===== config.mk =====
export PLATFORM = sky130hd
export DESIGN_NAME = hz_interlock
export DESIGN_NICKNAME = d
export VERILOG_FILES = /design/src/rtl/hz_pkg.sv /design/src/rtl/hz_history.sv /design/src/rtl/hz_detect.sv /design/src/rtl/hz_interlock.sv
export SDC_FILE = /design/constraint.sdc
export NUM_CORES = 1
export LEC_CHECK = 0
export ABC_AREA = 1
export ABC_CLOCK_PERIOD_IN_PS = 1100
export BUFFER_PORTS_ARGS = -buffer_cell sky130_fd_sc_hd__buf_2
export CAP_MARGIN = 20
export CORE_AREA = 3 3 40 42
export CTS_BUF_LIST = sky130_fd_sc_hd__clkbuf_8
export DETAILED_ROUTE_END_ITERATION = 10
export DIE_AREA = 0 0 43 45
export GPL_TIMING_DRIVEN = 1
export PLACE_DENSITY_LB_ADDON = 0.08
export RECOVER_POWER = 100
export SLEW_MARGIN = 15
export SYNTH_ARGS = -nofsm -noshare
export SYNTH_HDL_FRONTEND = slang
export SYNTH_SLANG_ARGS = --single-unit

===== constraint.sdc =====
create_clock -name clk -period 1.1 [get_ports clk]
set_input_delay 0.165 -clock clk [delete_from_list [all_inputs] [get_ports clk]]
set_output_delay 0.165 -clock clk [all_outputs]
set_load 0.02 [all_outputs]

===== src/rtl/hz_pkg.sv =====
package hz_pkg;

  typedef enum logic [1:0] {
    UNIT_OTHER = 2'd0,
    UNIT_VEC   = 2'd1,
    UNIT_FLT   = 2'd2,
    UNIT_RSVD  = 2'd3
  } unit_e;

  // One issued slot as remembered by the interlock.
  typedef struct packed {
    logic rd;       // coprocessor memory read
    logic wr;       // coprocessor memory write
    logic side;     // 0: vector, 1: floating point
    logic stalled;  // saw a pipeline stall while youngest
  } slot_t;

  function automatic slot_t make_slot(input logic [1:0] unit, input logic rd,
                                      input logic wr);
    slot_t s;
    logic  cop;
    cop       = (unit == UNIT_VEC) || (unit == UNIT_FLT);
    s.rd      = cop & rd;
    s.wr      = cop & wr;
    s.side    = (unit == UNIT_FLT);
    s.stalled = 1'b0;
    return s;
  endfunction

endpackage


===== src/rtl/hz_history.sv =====
module hz_history #(
  parameter int DEPTH = 2
) (
  input  logic                          clk,
  input  logic                          rst,
  input  logic                          advance,
  input  logic                          mark_stall,
  input  hz_pkg::slot_t                 new_slot,
  output hz_pkg::slot_t [DEPTH-1:0]     hist
);
  hz_pkg::slot_t [DEPTH-1:0] hist_q;

  for (genvar i = 0; i < DEPTH; i++) begin : g_ent
    if (i == 0) begin : g_head
      always_ff @(posedge clk) begin
        if (rst)             hist_q[0] <= '0;
        else if (advance)    hist_q[0] <= new_slot;
        else if (mark_stall) hist_q[0].stalled <= 1'b1;
      end
    end else begin : g_tail
      always_ff @(posedge clk) begin
        if (rst)          hist_q[i] <= '0;
        else if (advance) hist_q[i] <= hist_q[i-1];
      end
    end
  end

  assign hist = hist_q;
endmodule


===== src/rtl/hz_detect.sv =====
module hz_detect #(
  parameter int DEPTH  = 2,
  parameter int RD_GAP = 1,
  parameter int WR_GAP = 2
) (
  input  hz_pkg::slot_t [DEPTH-1:0] hist,
  input  logic                      cand_rd,
  input  logic                      cand_wr,
  input  logic                      cand_side,
  input  logic                      stall_qual,
  output logic                      hazard
);
  logic [DEPTH-1:0] rd_hit;
  logic [DEPTH-1:0] wr_hit;

  for (genvar i = 0; i < DEPTH; i++) begin : g_cmp
    localparam logic RD_WIN = (i < RD_GAP);
    localparam logic WR_WIN = (i < WR_GAP);
    logic opp;
    logic armed;
    assign opp       = hist[i].side != cand_side;
    assign armed     = !stall_qual || hist[i].stalled;
    assign rd_hit[i] = RD_WIN && cand_rd && hist[i].rd && opp && armed;
    assign wr_hit[i] = WR_WIN && cand_wr && hist[i].wr && opp && armed;
  end

  assign hazard = (|rd_hit) || (|wr_hit);
endmodule


===== src/rtl/hz_interlock.sv =====
module hz_interlock #(
  parameter int RD_GAP = 1,
  parameter int WR_GAP = 2
) (
  input  logic       clk,
  input  logic       rst,
  input  logic       cfg_stall_qual,
  input  logic       pipe_stall,
  input  logic       dsc_valid,
  output logic       dsc_ready,
  input  logic [1:0] dsc_unit,
  input  logic       dsc_rd,
  input  logic       dsc_wr,
  output logic       bubble_ins
);
  localparam int HIST_DEPTH = (RD_GAP > WR_GAP) ? RD_GAP : WR_GAP;

  hz_pkg::slot_t                  cand;
  hz_pkg::slot_t                  new_slot;
  hz_pkg::slot_t [HIST_DEPTH-1:0] hist;
  logic                           hazard;
  logic                           issue;

  assign cand     = dsc_valid ? hz_pkg::make_slot(dsc_unit, dsc_rd, dsc_wr) : '0;
  assign issue    = dsc_valid && dsc_ready;
  assign new_slot = issue ? cand : '0;

  hz_detect #(
    .DEPTH (HIST_DEPTH),
    .RD_GAP(RD_GAP),
    .WR_GAP(WR_GAP)
  ) i_detect (
    .hist      (hist),
    .cand_rd   (cand.rd),
    .cand_wr   (cand.wr),
    .cand_side (cand.side),
    .stall_qual(cfg_stall_qual),
    .hazard    (hazard)
  );

  hz_history #(
    .DEPTH(HIST_DEPTH)
  ) i_history (
    .clk       (clk),
    .rst       (rst),
    .advance   (!pipe_stall),
    .mark_stall(pipe_stall),
    .new_slot  (new_slot),
    .hist      (hist)
  );

  assign dsc_ready  = !pipe_stall && !hazard;
  assign bubble_ins = !pipe_stall && dsc_valid && hazard;
endmodule


==> results of run 1 <==
power breakdown:
| part | switching, mW | internal (mW) | leakage (nW) |
|---|---|---|---|
| clock | 0.108 | 0.241 | 0.0269 |
| sequential | 0.00622 | 0.267 | 0.0582 |
| combinational | 0.0688 | 0.0588 | 0.243 |
cell type report:
| class | count | area, um^2 | share of cell area [%] |
|---|---|---|---|
| well taps | 15 | 18.8 | 2.77 |
| inverters | 8 | 40.0 | 5.91 |
| repair buffers | 20 | 151 | 22.4 |
| multi-input cells | 43 | 279 | 41.2 |
| clock inverters | 1 | 3.75 | 0.555 |
| flip-flops and latches | 7 | 143 | 21.1 |
| clock buffers | 3 | 41.3 | 6.10 |
logic make-up (layout without fill, tap and decap cells):
| kind of cell | count (synthesis) | in the layout | share of synthesized area (%) |
|---|---|---|---|
| buffers and inverters | 8 | 32 | 7.87 |
| AOI/OAI and AO/OA | 6 | 6 | 8.85 |
| and+or+nand+nor | 36 | 36 | 43.3 |
| DFF | 7 | 7 | 36.7 |
| adders and majority gates | 1 | 1 | 3.28 |
worst register-to-register path, delay by kind of cell, from the launching register on:
family,cells,cell delay (ps)
buf+inv,3,280
flops,1,340
simple gates,6,410
metrics by stage:
step	instance area (um^2)	total power [mW]
2_1_floorplan	427	0.332
3_3_place_gp	541	0.380
3_5_place_dp	541	0.380
4_1_cts	651	0.753
5_1_grt	677	0.794
6_report	677	0.750
layer usage:
metal,up-vias,global-route usage [%]
li1,237,-
met1,179,15.4
met2,9,16.5
met3,2,3.59
met4,0,5.42
met5,-,0
cell usage in the layout (no fill, tap or decap), drive strengths merged:
| cell type | n |
|---|---|
| o21ai | 3 |
| dfxtp | 7 |
| nor2 | 10 |
| inv | 9 |
| nand2 | 17 |
| ha | 1 |
| nand4 | 5 |
| clkbuf | 3 |
| buf | 20 |
| nand3 | 4 |
| a21oi | 3 |
final timing paths:
check                    start           endpoint  slack (ps)  cells past startpoint
max          i_history.hist[1]         bubble_ins        -200                      7
min                        rst  i_history.hist[0]         210                      2
max reg2reg  i_history.hist[1]  i_history.hist[3]         -30                      9
min reg2reg  i_history.hist[4]  i_history.hist[4]         450                      2
repair_timing:
action | in CTS | in global routing
endpoints found under the setup margin | 2 | 5
pin swaps | 7 | 7
hold buffers | 0 | 0
buffers inserted | 3 | 2
gates resized for setup | 12 | 9
==> results.md, run 1 <==
- Outcome: finished, violations left
- Failing checks: negative setup slack
- Achievable Freq: 0.769 GHz
- Met1 WL: 483 um
- Hold violation count in the final report: 0
- Worst relative slew slack: 84.0%
- TritonCTS clock tree: built
- First-pass GRT wire length: 1680 um
- Top FF cell, synth: dfxtp_1
- Clock-pin slew on the worst setup and hold paths: 40 ps
- CP required: 940 ps
- Synth area leaders: dfxtp_1, nand2_1, nand4_1
- Clock sinks: 7
- Top-count cell post-synth: nand2_1
- CP peak stage delay: 340 ps
- Slowest cell on crit path: dfxtp_2
- Largest net degree at the start of global routing: 9
- Placed Cells: 89
- Unrepaired setup endpoints after global routing: yes
- Peak supply drop: 686 uV
- Vias: 427
- Clock Skew: 2.49 ps
- Gr usage total: 11.4%
- DRT Wirelength: 933 um
- DR WL met3: 45 um
- Clock root buffer: clkbuf_8
- DPL Wire Length: 695 um
- Total global routing overflow: 0
- Bufs on Longest Clock Path: 2
- Die ar.: 1940 um^2
- CP Class: flop to output port
- Worst Path Buf+Inv: 2
- Routed Antenna Nets: 0
- Final Cycle Share: 118%
- I/O pin count: 11
- Die Y: 45 um
- CP Capture Type: output port
- Vias in the first global route: 383
- Worst skew pair latency: 230 ps
- Fin worst setup slack: -201 ps
- Final Non-Filler Cells: 97
- Fill cells: 134
- Register area share after synthesis: 36.7%
- Initial Utilization: 29.7%
- Avg Vias per Cell: 4.40
- Max_cap viols: 0
- Power Density: 1110 nW/um^2
- Crit path max-delay family: flip-flops
- H-tree depth: 1
- Met2 wire len: 395 um
- Initial DRC count: 3
- Cell Rows: 13
- Chip Width: 43 um
- Number of enable flip-flop cells after synthesis: 0
- Startpoint types: flop
- Final Max Slew Viols: 0
- CP Max Fanout: 3
- Post-route DRC: 0
- Uppermost routed layer: met4
- Iteration count of the initial detailed-routing pass: 4
- # diodes: 0
- Most frequent cell on the critical path: nand2_2
- Yosys reg bits: 7
- Slew @ Worst Pin: 239 ps
- Min cycle time layout: 1300 ps
- Data arrival, critical path: 1140 ps
- Final Setup Violations: 5
- Syn nets: 68
- Top cells by count, synth: nand2_1, nor2_1, dfxtp_1, inv_1, nand4_1
- Synth unique cells: 14
- Avg Cell Area, Syn: 6.58 um^2
- RD Place Congestion: 0.742
- Asr flop ratio synth: 0%
- Crit path cell chain: inv_2 > nand2_2 > nand2_2 > nor2_2 > nand2_2 > a21oi_4 > buf_6
- Hold crit path type: input port to flop
- YS warnings: 0
- Post-layout util: 52.7%
- Cell taking the most area after synthesis: dfxtp_1
- Area Growth Syn to Fin: 77.4%
- Flip-flop count of the largest register after layout: 7
- Core region area: 1280 um^2
- Post-DR wirelength/cell: 9.62 um
- Leakage: 0.328 nW
- Port bufs: 10
- CTS buffer count: 3
- Post-synth top area share: 36.7%
- Share of cells above drive strength 1: 56.1%
- Syn Std Cell Area: 382 um^2
- Syn Inst Count: 58
- Pre-CTS setup slack: -256 ps
- Fin Setup TNS: -472 ps
- Fin nets: 93
- Min Hold Slack: 209 ps
- Initial antenna violation count: 0
(Power assumes the default switching activity.)
==> run 2, diff against run 1 <==
--- a/config.mk
+++ b/config.mk
@@ -5,7 +5,7 @@
 export SDC_FILE = /design/constraint.sdc
 export NUM_CORES = 1
 export LEC_CHECK = 0
-export ABC_AREA = 1
+export ABC_AREA = 0
 export ABC_CLOCK_PERIOD_IN_PS = 1100
 export BUFFER_PORTS_ARGS = -buffer_cell sky130_fd_sc_hd__buf_2
 export CAP_MARGIN = 20
==> results.md, run 2 <==
- R2r endpoint: i_history.hist[1]
- R2r startpoint: i_history.hist[3]
- Routed Antenna Nets: 0
- CTS buffer count: 3
- Post-DP Area: 519 um^2
- # diodes: 0
- Top FF cell, synth: dfxtp_1
- Final Non-Filler Cells: 70
- Peak supply drop: 558 uV
- Worst Path Buf+Inv: 1
- Beginning of the critical path: i_history.hist[1]
- Fin worst setup slack: -598 ps
- Footprint of the multi-input gates: 249 um^2
- Share of cells above drive strength 1: 49.1%
- Data arrival, critical path: 1530 ps
- Top cells by count, synth: dfxtp_1, nor2_1, a32o_1, mux2i_1, nor2b_1
- Area Growth Syn to Fin: 62.5%
- Max_cap viols: 0
- Min cycle time layout: 1700 ps
- Worst relative slew slack: 63.3%
- Syn Inst Count: 35
- Final Setup Violations: 5
- Initial DRC count: 0
- Chip Width: 43 um
- YS warnings: 0
- DRT Wirelength: 755 um
- Clock-pin slew on the worst setup and hold paths: 40 ps
- Fin nets: 66
- Hold violation count in the final report: 0
- Internal: 0.554 mW
- Register-to-Register Path Depth: 5
- Die Y: 45 um
- Post-Synth Adder-Cell Area: 3.57%
- Outcome: finished, violations left
- Post-synth top area share: 40.0%
- Final Max Slew Viols: 0
- I/O pin count: 11
- Synth unique cells: 18
- Leakage: 0.229 nW
- Asr flop ratio synth: 0%
- TritonCTS clock tree: built
- Portion of netlist area occupied by mux cells: 8.57%
- CP required: 940 ps
- Clock power frac: 48.0%
- Vias in the first global route: 347
- Crit path cell chain: nand3b_1 > a2111oi_4 > nor2_1 > nor3b_2 > buf_4
- Hold crit path type: input port to flop
- CP Capture Type: output port
- Failing checks: negative setup slack
- Slowest cell on crit path: a2111oi_4
- Flip-flop count of the largest register after layout: 7
- Hold endpoint: i_history.hist[3]
- Clock root buffer: clkbuf_8
- Initial Utilization: 27.3%
- First-pass GRT wire length: 1350 um
- Syn Std Cell Area: 350 um^2
- Cell Rows: 13
- Unrepaired setup endpoints after global routing: yes
- Synth area leaders: dfxtp_1, a32o_1, mux2i_1
- Slew @ Worst Pin: 546 ps
- Synth Area in Simple Gates: 20.0%
- Total global routing overflow: 0
- CP peak stage delay: 380 ps
- Power Density: 1240 nW/um^2
- Post-route cell area: 569 um^2
- Core region area: 1280 um^2
- Main combinational cell family by area after synthesis: compound AO/OA/AOI/OAI gates
- Vias: 329
- Number of enable flip-flop cells after synthesis: 0
- Seq pwr share: 37.7%
- Syn nets: 45
- Final Cycle Share: 154%
- Port bufs: 10
- Post-DR wirelength/cell: 10.8 um
- Clock Skew: 2.89 ps
- Largest net degree at the start of global routing: 7
- RD Place Congestion: 0.710
- Bufs on Longest Clock Path: 2
- Placed Cells: 66
- Worst Hold Path Cells: 2
- Yosys reg bits: 7
- Startpoint types: flop
- Worst skew pair latency: 220 ps
- Compound-Gate Fraction of Synth Area: 22.1%
- Reg2reg setup slack: -500 ps
- Cell taking the most area after synthesis: dfxtp_1
- H-tree depth: 1
- Register area share after synthesis: 40.0%
- P_sw: 0.153 mW
- Comb power frac: 14.3%
- Crit path max-delay family: simple AND/OR/NAND/NOR gates
- Fill cells: 138
- CP Max Fanout: 3
- Initial antenna violation count: 0
- Avg Vias per Cell: 4.70
- Storage cell area: 141 um^2
- Sw Share: 21.6%
- Top-count cell post-synth: dfxtp_1
- Post-route DRC: 0
- Post-Synth XOR/XNOR Area: 2.50%
- Clock sinks: 7
- Avg Cell Area, Syn: 10.0 um^2
- Achievable Freq: 0.589 GHz
- Fin Setup TNS: -2630 ps
- Iteration count of the initial detailed-routing pass: 1
- CP Class: flop to output port
- Worst hold start: dsc_rd
- Most frequent cells in the layout: buf_2, buf_4, dfxtp_1, nor2_1
- Gr usage total: 9.58%
- Die ar.: 1940 um^2
## run 2: cell types whose count changed in the layout (fill, tap and decap cells not counted), sizes merged, moves of 4 or more
cell	previous run	this run
nand4	5	0
nor2	10	4
inv	9	3
buf	20	16
nand3	4	0
nand2	17	1
## run 2: repair_timing
item                                    CTS  global route
gates cloned                              0             0
endpoints found under the setup margin    5             5
setup buffers                             1             0
hold buffers                              0             0
gates resized for setup                   1             1
pin swaps                                 3             3
## run 2: worst register-to-register path, stage by stage (launching register included)
cell       delay [ps]
dfxtp_1           300
a22oi_1           280
a2111oi_4         100
buf_4             150
nor4_1            470
a32o_1            240
## run 2: worst max-delay path by stage
stage	endpoint	slack [ps]	depth (start not counted)
2_1_floorplan	bubble_ins	-390	4
6_report	bubble_ins	-600	5
3_3_place_gp	bubble_ins	-490	7
4_1_cts	bubble_ins	-640	5
5_1_grt	bubble_ins	-700	5
3_5_place_dp	bubble_ins	-510	7
## run 2: power groups by stage
stage / combinational (mW) / clock [mW] / sequential [mW]
3_5_place_dp: 0.104 / 0 / 0.271
5_1_grt: 0.112 / 0.358 / 0.267
2_1_floorplan: 0.0559 / 0 / 0.270
4_1_cts: 0.102 / 0.353 / 0.267
3_3_place_gp: 0.102 / 0 / 0.270
6_report: 0.101 / 0.339 / 0.267
## run 2: logic make-up after synthesis
family | after synthesis
xor+xnor | 1
compound gates | 7
simple gates | 13
fa+ha+maj | 1
flops | 7
mux | 3
buf+inv | 3
## run 2: area by class of cell
class / instances / area share (%)
clock buffer: 3 / 7.25
clock inverter: 1 / 0.659
inverter: 2 / 1.32
multi-input combinational: 25 / 43.7
sequential: 7 / 24.8
tap: 15 / 3.30
timing repair buffer: 17 / 18.9
## run 2: layer usage
layer,wire (um),global-route usage [%],vias to the layer above
li1,-,-,171
met1,351,10.9,147
met2,335,14.1,11
met3,68,3.19,0
met4,0,9.04,0
met5,0,0,-
## run 2: stage by stage
stage / hold WS, ps / power, mW / utilization, % / setup slack (ps)
6_report: 207 / 0.707 / 44.3 / -598
4_1_cts: 201 / 0.722 / 44.1 / -639
2_1_floorplan: 237 / 0.326 / - / -385
3_5_place_dp: 436 / 0.375 / 40.4 / -512
3_3_place_gp: 422 / 0.372 / 40.4 / -490
5_1_grt: 226 / 0.738 / 44.3 / -701
